### src/rtl/fsrx_pkg.sv
package fsrx_pkg;
  // Values of the sampling-edge select input
  localparam logic EDGE_FALL = 1'b0;
  localparam logic EDGE_RISE = 1'b1;

  // Sampling edges required after reset before frames are accepted
  localparam int unsigned SYNC_EDGES_DEF = 2;
endpackage

### src/rtl/fsrx_in_sync.sv
module fsrx_in_sync #(
  parameter int unsigned LINES  = 3,
  parameter int unsigned STAGES = 2
) (
  input  logic             clk,
  input  logic             rst_n,
  input  logic [LINES-1:0] din,
  output logic [LINES-1:0] dout
);
  logic [LINES-1:0] stage_q [STAGES];

  genvar s;
  generate
    for (s = 0; s < STAGES; s++) begin : g_stage
      if (s == 0) begin : g_first
        always_ff @(posedge clk or negedge rst_n) begin
          if (!rst_n) stage_q[0] <= '0;
          else        stage_q[0] <= din;
        end
      end else begin : g_next
        always_ff @(posedge clk or negedge rst_n) begin
          if (!rst_n) stage_q[s] <= '0;
          else        stage_q[s] <= stage_q[s-1];
        end
      end
    end
  endgenerate

  assign dout = stage_q[STAGES-1];
endmodule

### src/rtl/fsrx_frame_ctrl.sv
module fsrx_frame_ctrl
  import fsrx_pkg::*;
#(
  parameter int unsigned WORD_BITS  = 8,
  parameter int unsigned SYNC_EDGES = SYNC_EDGES_DEF
) (
  input  logic                 clk,
  input  logic                 rst_n,
  input  logic                 clk_lvl,
  input  logic                 fs_lvl,
  input  logic                 data_lvl,
  input  logic                 cfg_edge,
  input  logic                 cfg_fs_active_low,
  output logic                 synced,
  output logic                 word_done,
  output logic [WORD_BITS-1:0] word_val
);
  localparam int unsigned BCW = $clog2(WORD_BITS + 1);
  localparam int unsigned SCW = $clog2(SYNC_EDGES + 1);
  localparam logic [BCW-1:0] LAST_BIT = BCW'(WORD_BITS - 1);
  localparam logic [SCW-1:0] SYNC_DONE = SCW'(SYNC_EDGES);

  logic                 primed_q;
  logic                 clk_prev_q;
  logic [SCW-1:0]       sync_cnt_q, sync_cnt_d;
  logic                 fs_idle_q, fs_idle_d;
  logic                 busy_q, busy_d;
  logic [BCW-1:0]       bit_cnt_q, bit_cnt_d;
  logic [WORD_BITS-1:0] shift_q, shift_d;
  logic                 sample_en;
  logic                 fs_act;

  // Sampling strobe on the selected edge of the synchronized bit clock
  always_comb begin
    if (cfg_edge == EDGE_RISE) sample_en = primed_q &  clk_lvl & ~clk_prev_q;
    else                       sample_en = primed_q & ~clk_lvl &  clk_prev_q;
  end

  assign fs_act = fs_lvl ^ cfg_fs_active_low;
  assign synced = (sync_cnt_q == SYNC_DONE);

  // Next-state logic
  always_comb begin
    sync_cnt_d = sync_cnt_q;
    fs_idle_d  = fs_idle_q;
    busy_d     = busy_q;
    bit_cnt_d  = bit_cnt_q;
    shift_d    = shift_q;
    word_done  = 1'b0;
    word_val   = {shift_q[WORD_BITS-2:0], data_lvl};
    if (sample_en) begin
      fs_idle_d = ~fs_act;
      if (!synced) sync_cnt_d = sync_cnt_q + 1'b1;
      if (busy_q) begin
        shift_d = {shift_q[WORD_BITS-2:0], data_lvl};
        if (bit_cnt_q == LAST_BIT) begin
          word_done = 1'b1;
          busy_d    = 1'b0;
          bit_cnt_d = '0;
        end else begin
          bit_cnt_d = bit_cnt_q + 1'b1;
        end
      end else if (synced && fs_act && fs_idle_q) begin
        busy_d    = 1'b1;
        bit_cnt_d = BCW'(1);
        shift_d   = {{(WORD_BITS-1){1'b0}}, data_lvl};
      end
    end
  end

  // Registers
  always_ff @(posedge clk or negedge rst_n) begin
    if (!rst_n) begin
      primed_q   <= 1'b0;
      clk_prev_q <= 1'b0;
      sync_cnt_q <= '0;
      fs_idle_q  <= 1'b0;
      busy_q     <= 1'b0;
      bit_cnt_q  <= '0;
      shift_q    <= '0;
    end else begin
      primed_q   <= 1'b1;
      clk_prev_q <= clk_lvl;
      sync_cnt_q <= sync_cnt_d;
      fs_idle_q  <= fs_idle_d;
      busy_q     <= busy_d;
      bit_cnt_q  <= bit_cnt_d;
      shift_q    <= shift_d;
    end
  end

  // synchronization, once reached, is kept
  a_r4_synced_sticky: assert property (@(posedge clk) disable iff (!rst_n)
    synced |=> synced);
  // no word is in progress before synchronization
  a_r4_busy_needs_sync: assert property (@(posedge clk) disable iff (!rst_n)
    busy_q |-> synced);
  // bit counter stays inside the word
  a_r6_bitcnt_range: assert property (@(posedge clk) disable iff (!rst_n)
    bit_cnt_q < BCW'(WORD_BITS));
endmodule

### src/rtl/fsrx_holding.sv
module fsrx_holding #(
  parameter int unsigned WORD_BITS = 8
) (
  input  logic                 clk,
  input  logic                 rst_n,
  input  logic                 word_done,
  input  logic [WORD_BITS-1:0] word_val,
  input  logic                 rd_strobe,
  output logic [WORD_BITS-1:0] hold_word,
  output logic                 hold_ready,
  output logic                 hold_overrun
);
  logic [WORD_BITS-1:0] word_q, word_d;
  logic                 ready_q, ready_d;
  logic                 ovr_q, ovr_d;

  // Read clears the flags; a completing word is judged against the old flag
  always_comb begin
    word_d  = word_q;
    ready_d = ready_q & ~rd_strobe;
    ovr_d   = ovr_q & ~rd_strobe;
    if (word_done) begin
      if (ready_q) begin
        ovr_d = 1'b1;
      end else begin
        word_d  = word_val;
        ready_d = 1'b1;
      end
    end
  end

  always_ff @(posedge clk or negedge rst_n) begin
    if (!rst_n) begin
      word_q  <= '0;
      ready_q <= 1'b0;
      ovr_q   <= 1'b0;
    end else begin
      word_q  <= word_d;
      ready_q <= ready_d;
      ovr_q   <= ovr_d;
    end
  end

  assign hold_word    = word_q;
  assign hold_ready   = ready_q;
  assign hold_overrun = ovr_q;

  // ready only rises after a completed word
  a_r8_ready_after_done: assert property (@(posedge clk) disable iff (!rst_n)
    $rose(hold_ready) |-> $past(word_done));
  // overrun only rises when the register was already full
  a_r10_overrun_needs_full: assert property (@(posedge clk) disable iff (!rst_n)
    $rose(hold_overrun) |-> $past(hold_ready));
  // a held word is not overwritten while ready stays set
  a_r10_word_kept: assert property (@(posedge clk) disable iff (!rst_n)
    (hold_ready && $past(hold_ready)) |-> $stable(hold_word));
endmodule

### src/rtl/fsrx_top.sv
module fsrx_top
  import fsrx_pkg::*;
#(
  parameter int unsigned WORD_BITS   = 8,
  parameter int unsigned SYNC_STAGES = 2,
  parameter int unsigned SYNC_EDGES  = SYNC_EDGES_DEF
) (
  input  logic                 clk,
  input  logic                 rst_n,
  input  logic                 rx_clk,
  input  logic                 rx_fs,
  input  logic                 rx_data,
  input  logic                 cfg_edge,
  input  logic                 cfg_fs_active_low,
  input  logic                 rd_strobe,
  output logic [WORD_BITS-1:0] rx_word,
  output logic                 rx_ready,
  output logic                 rx_overrun,
  output logic                 rx_synced
);
  localparam int unsigned LINES = 3;

  logic [LINES-1:0]     lines_s;
  logic                 done;
  logic [WORD_BITS-1:0] done_word;

  fsrx_in_sync #(
    .LINES  (LINES),
    .STAGES (SYNC_STAGES)
  ) u_sync (
    .clk   (clk),
    .rst_n (rst_n),
    .din   ({rx_clk, rx_fs, rx_data}),
    .dout  (lines_s)
  );

  fsrx_frame_ctrl #(
    .WORD_BITS  (WORD_BITS),
    .SYNC_EDGES (SYNC_EDGES)
  ) u_ctrl (
    .clk               (clk),
    .rst_n             (rst_n),
    .clk_lvl           (lines_s[2]),
    .fs_lvl            (lines_s[1]),
    .data_lvl          (lines_s[0]),
    .cfg_edge          (cfg_edge),
    .cfg_fs_active_low (cfg_fs_active_low),
    .synced            (rx_synced),
    .word_done         (done),
    .word_val          (done_word)
  );

  fsrx_holding #(
    .WORD_BITS (WORD_BITS)
  ) u_hold (
    .clk          (clk),
    .rst_n        (rst_n),
    .word_done    (done),
    .word_val     (done_word),
    .rd_strobe    (rd_strobe),
    .hold_word    (rx_word),
    .hold_ready   (rx_ready),
    .hold_overrun (rx_overrun)
  );

  // a read leaves the flags clear on the next cycle unless a word lands
  a_r9_read_clears: assert property (@(posedge clk) disable iff (!rst_n)
    (rd_strobe && !done) |=> (!rx_ready && !rx_overrun));
endmodule

### config.mk
export PLATFORM = sky130hd
export DESIGN_NAME = fsrx_top
export DESIGN_NICKNAME = d
export VERILOG_FILES = /design/src/rtl/fsrx_pkg.sv /design/src/rtl/fsrx_in_sync.sv /design/src/rtl/fsrx_frame_ctrl.sv /design/src/rtl/fsrx_holding.sv /design/src/rtl/fsrx_top.sv
export SDC_FILE = /design/constraint.sdc
export NUM_CORES = 1
export LEC_CHECK = 0
export BUFFER_PORTS_ARGS = -buffer_cell sky130_fd_sc_hd__buf_2
export CAP_MARGIN = 20
export CORE_UTILIZATION = 50
export CTS_CLUSTER_DIAMETER = 100
export DETAILED_ROUTE_END_ITERATION = 10
export GPL_ROUTABILITY_DRIVEN = 0
export PLACE_DENSITY = 0.71
export SYNTH_ARGS = -nofsm -noshare
export SYNTH_HDL_FRONTEND = slang
export SYNTH_SLANG_ARGS = --single-unit
### constraint.sdc
create_clock -name clk -period 4.3 [get_ports clk]
set_input_delay 0.43 -clock clk [delete_from_list [all_inputs] [get_ports clk]]
set_output_delay 0.43 -clock clk [all_outputs]
set_load 0.01 [all_outputs]
======== Word level (Yosys, flattened, before mapping) ========
Cells that the tools add are included.
W data, S select, Z words.
cells by class
  add/sub/neg operators ................... 2
  equality and inequality tests ........... 2
  mux-type cells .......................... 16
  bitwise logic cells ..................... 13
  reduce and logical (&&, ||, !) cells .... 6
operator list
  kind                   number
  $mux W7                2
  $mux W4                3
  $mux W1                11
  $and A1 B1 Y1          6
  $not A1 Y1             6
  $reduce_and A2 Y1      3
  $add A4 B1 Y4 const B  1
  $eq A4 B3 Y1 const B   1
  $add A2 B1 Y2 const B  1
  $eq A2 B2 Y1 const B   1
  $logic_and A1 B1 Y1    2
  $reduce_bool A2 Y1     1
  $xor A1 B1 Y1          1
storage, ports and cells
  bits in registers ....................... 33
  input port bits ......................... 8

======== Logic depth before layout (Yosys ltp) ========
Gate-level depths: netlist of the first run.
  depth in word-level cells ............... 6
  depth in mapped cells ................... 6
  mapped depth without buffers ............ 5

======== Cells and area by module ========
Synthesis of the first run repeated with hierarchy kept, for this count alone.
unflattened totals
  cells, all modules ...................... 96
  area total of the unflattened synthesis .. 1351.3 um^2
modules (own cells, without submodules)
  module           instances  cells each  area each (um^2)
  fsrx_frame_ctrl  1          62          767.0
  fsrx_holding     1          25          411.6
  fsrx_in_sync     1          9           172.7

======== Worst setup path after synthesis of the first run ========
OpenSTA, ideal clock, no wires.
  path kind ............................... input -> register
  start point ............................. input port cfg_edge
  end point ............................... register u_hold.word_q[0] (netlist: u_hold.hold_word[0])
  setup time .............................. 125 ps
  arrival ................................. 1516 ps
  data required time ...................... 4175 ps
  slack ................................... 2659 ps
  stages .................................. 4
  buffers on the path ..................... 0
  path through ............................ and4bb_2 nor2_2 nor3_4 mux2_2
between the ends
  longest elaborated chain between the ends .. 3
ends and longest elaborated chain
  what                         line                   text
  from (decl)                  fsrx_top.sv:13         input logic cfg_edge,
  $mux W1                      fsrx_frame_ctrl.sv:35  if (cfg_edge == EDGE_RISE) sample_en = primed_q & clk_lvl & ~clk_prev_q;
  $mux W1                      fsrx_frame_ctrl.sv:51  if (sample_en) begin
  $reduce_and A2 Y1 (no line)  n/a
  to (signal assigned)         fsrx_holding.sv:38     word_q <= word_d;
  to (decl)                    fsrx_holding.sv:13     logic [WORD_BITS-1:0] word_q, word_d;
Every way passes these cells.
A chain may end at the register's enable or synchronous reset.

======== Final worst setup path of the first run ========
  start point ............................. register u_ctrl.bit_cnt_q[0]
  end point ............................... register u_hold.word_q[1] (netlist: u_hold.hold_word[1])
between the ends
  longest elaborated chain between the ends .. 5
ends and longest elaborated chain
  what                         line                   text
  from (decl)                  fsrx_frame_ctrl.sv:28  logic [BCW-1:0] bit_cnt_q, bit_cnt_d;
  from (signal assigned)       fsrx_frame_ctrl.sv:87  bit_cnt_q <= bit_cnt_d;
  $eq A4 B3 Y1                 fsrx_frame_ctrl.sv:56  if (bit_cnt_q == LAST_BIT) begin
  $mux W1                      fsrx_frame_ctrl.sv:56
  $mux W1                      fsrx_frame_ctrl.sv:54  if (busy_q) begin
  $mux W1                      fsrx_frame_ctrl.sv:51
  $reduce_and A2 Y1 (no line)  n/a
Every way passes these cells.

==> results of run 1 <==
routing by layer:
layer	vias up	wire length (um)
met1	376	978
met4	0	55
li1	369	-
met2	19	1010
met5	-	0
met3	6	120
Yosys cell counts, drive strengths merged (2+ instances only):
cell type / count / area [um2]
o21ai: 5 / 25.0
inv: 5 / 18.8
ha: 2 / 25.0
o31ai: 3 / 22.5
a22o: 10 / 87.6
nor2: 5 / 21.3
nand2: 2 / 7.51
dfrtp: 33 / 826
mux2: 9 / 101
or2: 2 / 12.5
worst min path at each step:
stage | depth (start not counted) | slack (ns) | to
2_1_floorplan | 0 | 0.13 | u_ctrl.bit_cnt_q[0]
3_5_place_dp | 0 | 0.34 | u_sync.dout[2]
6_report | 1 | 0.13 | u_ctrl.sync_cnt_q[1]
5_1_grt | 1 | 0.17 | u_sync.stage_q[5]
4_1_cts | 1 | 0.14 | u_ctrl.sync_cnt_q[0]
3_3_place_gp | 0 | 0.33 | u_sync.dout[1]
cell usage in the layout (no fill, tap or decap), types with 2 or more instances in the layout:
| cell type | instances |
|---|---|
| buf_2 | 18 |
| o31ai_1 | 3 |
| inv_1 | 5 |
| clkbuf_4 | 5 |
| or2_2 | 2 |
| nand2_1 | 2 |
| dfrtp_1 | 33 |
| nor2_1 | 4 |
| ha_1 | 2 |
| o21ai_0 | 5 |
| clkbuf_8 | 2 |
| mux2_2 | 9 |
| a22o_1 | 10 |
final cells by class:
class	count	area, um2	area share
Sequential cell	33	826	0.568
Multi-Input combinational cell	50	405	0.279
Timing Repair Buffer	19	97.6	0.0672
Clock buffer	7	65.1	0.0448
Tap cell	28	35.0	0.0241
Inverter	5	18.8	0.0129
Clock inverter	1	5.00	0.00345
state kept, by name, summed over array words and instances (netlist names):
name / count
u_hold.hold_ready: 1
u_ctrl.clk_prev_q: 1
u_hold.hold_word: 8
u_ctrl.sync_cnt_q: 2
u_hold.hold_overrun: 1
u_ctrl.fs_idle_q: 1
u_sync.stage_q: 3
u_ctrl.busy_q: 1
u_sync.dout: 3
u_ctrl.primed_q: 1
u_ctrl.bit_cnt_q: 4
u_ctrl.shift_q: 7
where the power goes:
group | switching [mW] | internal (mW) | total, mW
combinational | 0.0417 | 0.0341 | 0.0758
clock | 0.102 | 0.0947 | 0.196
sequential | 0.0245 | 0.343 | 0.367
worst register-to-register path: stages (launching register included):
cell	delay (ns)
dfrtp_1	0.40
ha_1	0.22
nand4b_1	0.23
nor3_4	0.41
mux2_2	0.39
cells by family (layout without fill, tap and decap cells):
group,after synthesis,in the layout,synth area share
AO/OA/AOI/OAI,21,21,0.124
buffers and inverters,6,32,0.0209
AND/OR/NAND/NOR,15,15,0.0806
XOR/XNOR,2,2,0.0139
adder cells (fa/ha/maj),2,2,0.0199
multiplexers,9,9,0.0806
other,1,1,0.00298
flip-flops,33,33,0.657
==> impl_results.md, run 1 <==
- Status: complete, no violations
- Period utilization: 0.408
- Iter 0 DRT Violations: 2
- Wire per inst: around 15 um
- # Post-CTS Setup Buffers: 0
- Fin nets: 124
- Worst-path clk slew: 0.10 ns
- Delay-heaviest family, CP: simple AND/OR/NAND/NOR gates
- Placed cell area: roughly 1400 um2
- Via density: 5.38
- ANT nets after route: 0
- GRT Util Overall: 0.203
- Met3 Use GR: 0.0789
- TritonCTS clock tree: built
- First-pass DRT Iterations: 4
- Clk sinks: 33
- First-pass GRT wire length: 3.71 mm
- CP max-delay cell: nor3_4
- Asr flop ratio synth: 1.00
- Dpl hpwl: about 1.5 mm
- Count of final hold-check violations: 0
- CTS root buf: clkbuf_4
- Met1 Resource Use GR: 0.251
- Mapped Area: 1260 um2
- PwrDens: 440 nW/um2
- Crit path capture: u_hold.hold_word[1]
- Setup TNS: 0 ns
- Syn_area_per_cell: 14.1 um2
- Fill cell count: 188
- # DRC: 0
- Tot Pwr: 639 uW
- M2 GR Usage: 0.293
- Worst endpoint data arrival time: 1.98 ns
- # IOs: 19
- Static Leak: 0.756 nW
- GRT busiest layer: met2
- Setup WS post-layout: 2.55 ns
- CTS buffer count: 5
- Placed cell count: 135
- Ys Warns: 0
- Worst-skew pair later-pin latency: 0.33 ns
- Die X: between 50 and 60 um
- Flop-to-flop setup slack: between 2 and 3 ns
- #FFs+latches synth: 33
- Dpl ws: ~2.4 ns
- Worst slew pin tran: 0.693 ns
- Vias post-DR: 770
- Tmin final: roughly 1.8 ns
- Critical path required time: 4.52 ns
- Max-slew violations: 0
- CORE AREA: 2300 um2
- IO buf count: 18
- Max stage delay on crit path: 0.41 ns
- EDFF count, synth: 0
- Cts hold-fix bufs: 0
- Fmax: 570 MHz
- Reg2reg path depth: 4
- Slew Limit Headroom: 0.538
- Reg-to-reg startpoint: u_ctrl.bit_cnt_q[0]
- Finished Core Util: 0.632
- VDD IR max: 0.307 mV
- Initial antenna violation count: 0
- CP Depth: 4
- Setup crit end kind: flop
- Hold Path Class: in -> async
- Distinct cell type count after synthesis: 24
- Share of post-route cells with drive strength above 1: 0.374
- Final setup viols: 0
- Max Cap Viol: 0
- Most used DFF post-synth: dfrtp_1
- Number of global-route vias before repair: 796
- CTS max path bufs: 2
- H-tree depth: 2
- Die height: 52.2 um
- Hold_ws: 0.128 ns
- Post-synthesis sequential area ratio: 0.657
- Cells after Synth: 89
- Worst flop-to-flop path endpoint: u_hold.hold_word[1]
- Synth-to-Final Area Change: 15.5%
- Drt total wl: 2.16 mm
- Total die area: 2720 um2
- Syn_nets: 99
- Critical path buffers and inverters: 0
- Crit start category: flop
- Gr ovfl total: 0
- Crit-path max FO: 9
- Crit path kind: reg -> reg
- Final cell count without fillers: between 100 and 150
- Setup crit start: u_ctrl.bit_cnt_q[0]
- Ant diodes: 0
- Initial Util: 0.547
- Largest net degree at the start of global routing: 34
- Cell Rows: 17
- Critical path, cell by cell: ha_1 > nand4b_1 > nor3_4 > mux2_2
- Clock skew: 0.00489 ns
- Finished Cell Area: approximately 1500 um2
- Post_cts resized: 0
- RSZ-0062 raised after global routing: no
(Power assumes the default switching activity.)
==> inputs of run 2 (changes only) <==
Clock period 4.3 ns to 1.8 ns, I/O delays scaled along.
==> run 2 against run 1 <==
  * Hold slack improved by 0.026 ns
  * Clock-buffer cell count did not move
  * Sequential power rose by 140%
  * Fmax rose by 6.6%
  * Critical path type unchanged
  * Highest routed layer unchanged
==> impl_results.md, run 2 (synthesis gave the netlist of run 1 again) <==
- CTS root buf: clkbuf_4
- CTS buffer count: 5 (unchanged)
- Count of final hold-check violations: 0 (unchanged)
- First-pass DRT Iterations: 4 (unchanged)
- Clk sinks: 33 (unchanged)
- Sequential Power Share: 0.536 (-0.038)
- Worst slew pin tran: 0.693 ns (+0.000882 ns)
- Crit start category: flop
- Comb power frac: 0.115 (-0.004)
- PwrDens: 1070 nW/um2 (+140%)
- Worst-skew pair later-pin latency: 0.34 ns (about the same)
- Max FFs per register: 8 (unchanged)
- Number of global-route vias before repair: 791 (-0.63%)
- ANT nets after route: 0 (unchanged)
- First-pass GRT wire length: 3.62 mm (-2.4%)
- CORE AREA: 2300 um2 (unchanged)
- Gr ovfl total: 0 (unchanged)
- Synth-to-Final Area Change: 22.1%
- Tot Pwr: 1.64 mW (+160%)
- Total die area: 2720 um2 (unchanged)
- Fin nets: 130 (+4.8%)
- Post_cts resized: 0 (unchanged)
- Tmin final: 1.65 ns (-0.109 ns)
- Most frequent cells in the layout: 33 x dfrtp_1, 18 x buf_2, 10 x a22o_1
- Hold_sp: rd_strobe
- Static Leak: 0.789 nW (+4.4%)
- Max Cap Viol: 0 (unchanged)
- Max-slew violations: 0 (unchanged)
- Clock share of power: 0.348 (+0.041)
- Die X: 52.2 um (unchanged)
- Wire per inst: 14.1 um (-6.6%)
- Crit path capture: u_hold.hold_word[1]
- IO buf count: 18 (unchanged)
- Fill cell count: 174 (-7.4%)
- Worst flop-to-flop path endpoint: u_hold.hold_word[1]
- Dpl hpwl: 1.36 mm (-9.4%)
- CTS max path bufs: 2 (unchanged)
- Setup crit end kind: flop
- Worst-path clk slew: 0.11 ns (about the same)
- Crit path kind: reg -> reg
- Critical path required time: 2.01 ns (-2.51 ns)
- Worst endpoint data arrival time: 1.86 ns (-0.12 ns)
- # DRC: 0 (unchanged)
- Fmax: 608 MHz (+6.6%)
- Vias post-DR: 801 (+4.0%)
- Iter 0 DRT Violations: 22 (+20)
- Reg area: 826 um2 (unchanged)
- Internal: 1.24 mW (+160%)
- TritonCTS clock tree: built
- Crit-path max FO: 9 (unchanged)
- Period utilization: 0.914 (+0.506)
- Drt total wl: 2.11 mm (-2.6%)
- Status: complete, no violations
- Multi-input gate area: 405 um2 (unchanged)
- Initial Util: 0.547 (unchanged)
- Share of post-route cells with drive strength above 1: 0.364 (-0.0103)
- Cell Rows: 17 (unchanged)
- Clock skew: 0.0168 ns (+0.0120 ns)
- Die height: 52.2 um (unchanged)
- Setup crit start: u_ctrl.bit_cnt_q[0]
- H-tree depth: 2 (unchanged)
- Hold_ws: 0.153 ns (+0.0255 ns)
- Initial antenna violation count: 0 (unchanged)
- Finished Core Util: 0.668 (+0.0359)
- RSZ-0062 raised after global routing: no
- Hold Path Class: in -> reg
- Switching pwr: 402 uW (+140%)
- Switching share of total power: 0.245 (-0.0180)
- Final setup viols: 0 (unchanged)
- Reg2reg path depth: 5 (+1)
- GRT Util Overall: 0.200 (-0.00301)
- Flop-to-flop setup slack: 0.15 ns (-2.39 ns)
- Setup TNS: 0 ns (unchanged)
- Ant diodes: 0 (unchanged)
- Largest net degree at the start of global routing: 34 (unchanged)
- Leading cell type in the layout, fill and taps excluded: dfrtp_1
- Reg-to-reg startpoint: u_ctrl.bit_cnt_q[0]
- # IOs: 19 (unchanged)
- Slew Limit Headroom: 0.538 (-0.000588)
- Via density: 5.38 (-0.16%)
- VDD IR max: 0.931 mV (+200%)
-- run 2: power groups by stage --
| stage | combinational, mW | clock [mW] | sequential [mW] |
|---|---|---|---|
| 5_1_grt | 0.224 | 0.632 | 0.889 |
| 6_report | 0.189 | 0.571 | 0.880 |
| 3_3_place_gp | 0.180 | 0 | 0.885 |
| 3_5_place_dp | 0.187 | 0 | 0.892 |
| 2_1_floorplan | 0.130 | 0 | 0.873 |
| 4_1_cts | 0.194 | 0.592 | 0.878 |
-- run 2: layer usage --
metal  up-vias  wire [um]  GRT usage
met4         0         51      0.154
met1       380       1000      0.248
met5         -          0          0
li1        381          -          -
met3        10        134     0.0789
met2        30        919      0.278
-- run 2: per-stage QoR --
step	setup WS [ns]	cell area, um2	cells
finish	0.155	1540	149
floorplan	0.226	1260	89
CTS	0.167	1540	149
detailed placement	0.217	1410	137
global placement	0.243	1410	137
global route	0.0592	1540	149
-- run 2: worst min-delay path by stage --
stage	endpoint	slack, ns	cells after the start
6_report	u_hold.hold_ready	0.15	3
5_1_grt	u_hold.hold_ready	0.14	3
4_1_cts	u_hold.hold_ready	0.13	3
3_5_place_dp	u_ctrl.sync_cnt_q[0]	0.27	1
3_3_place_gp	u_ctrl.sync_cnt_q[0]	0.26	1
2_1_floorplan	u_ctrl.bit_cnt_q[0]	-0.12	0
-- run 2: cell type report --
class	count	area share
multi-input combinational	50	0.264
timing repair buffer	25	0.108
sequential	33	0.538
clock inverter	1	0.0196
tap	28	0.0228
clock buffer	7	0.0359
inverter	5	0.0122
-- run 2: what timing repair did --
| item | 4_1_cts | 5_1_grt |
|---|---|---|
| hold buffers | 4 | 0 |
| setup buffers | 0 | 0 |
| hold endpoints to repair | 36 | 0 |
-- run 2: worst max-delay path: stages (launching register included) --
cell and delay (ns):
dfrtp_1 0.42, ha_1 0.22, nand4b_1 0.21, nor3_4 0.20
buf_12 0.15, mux2_2 0.33
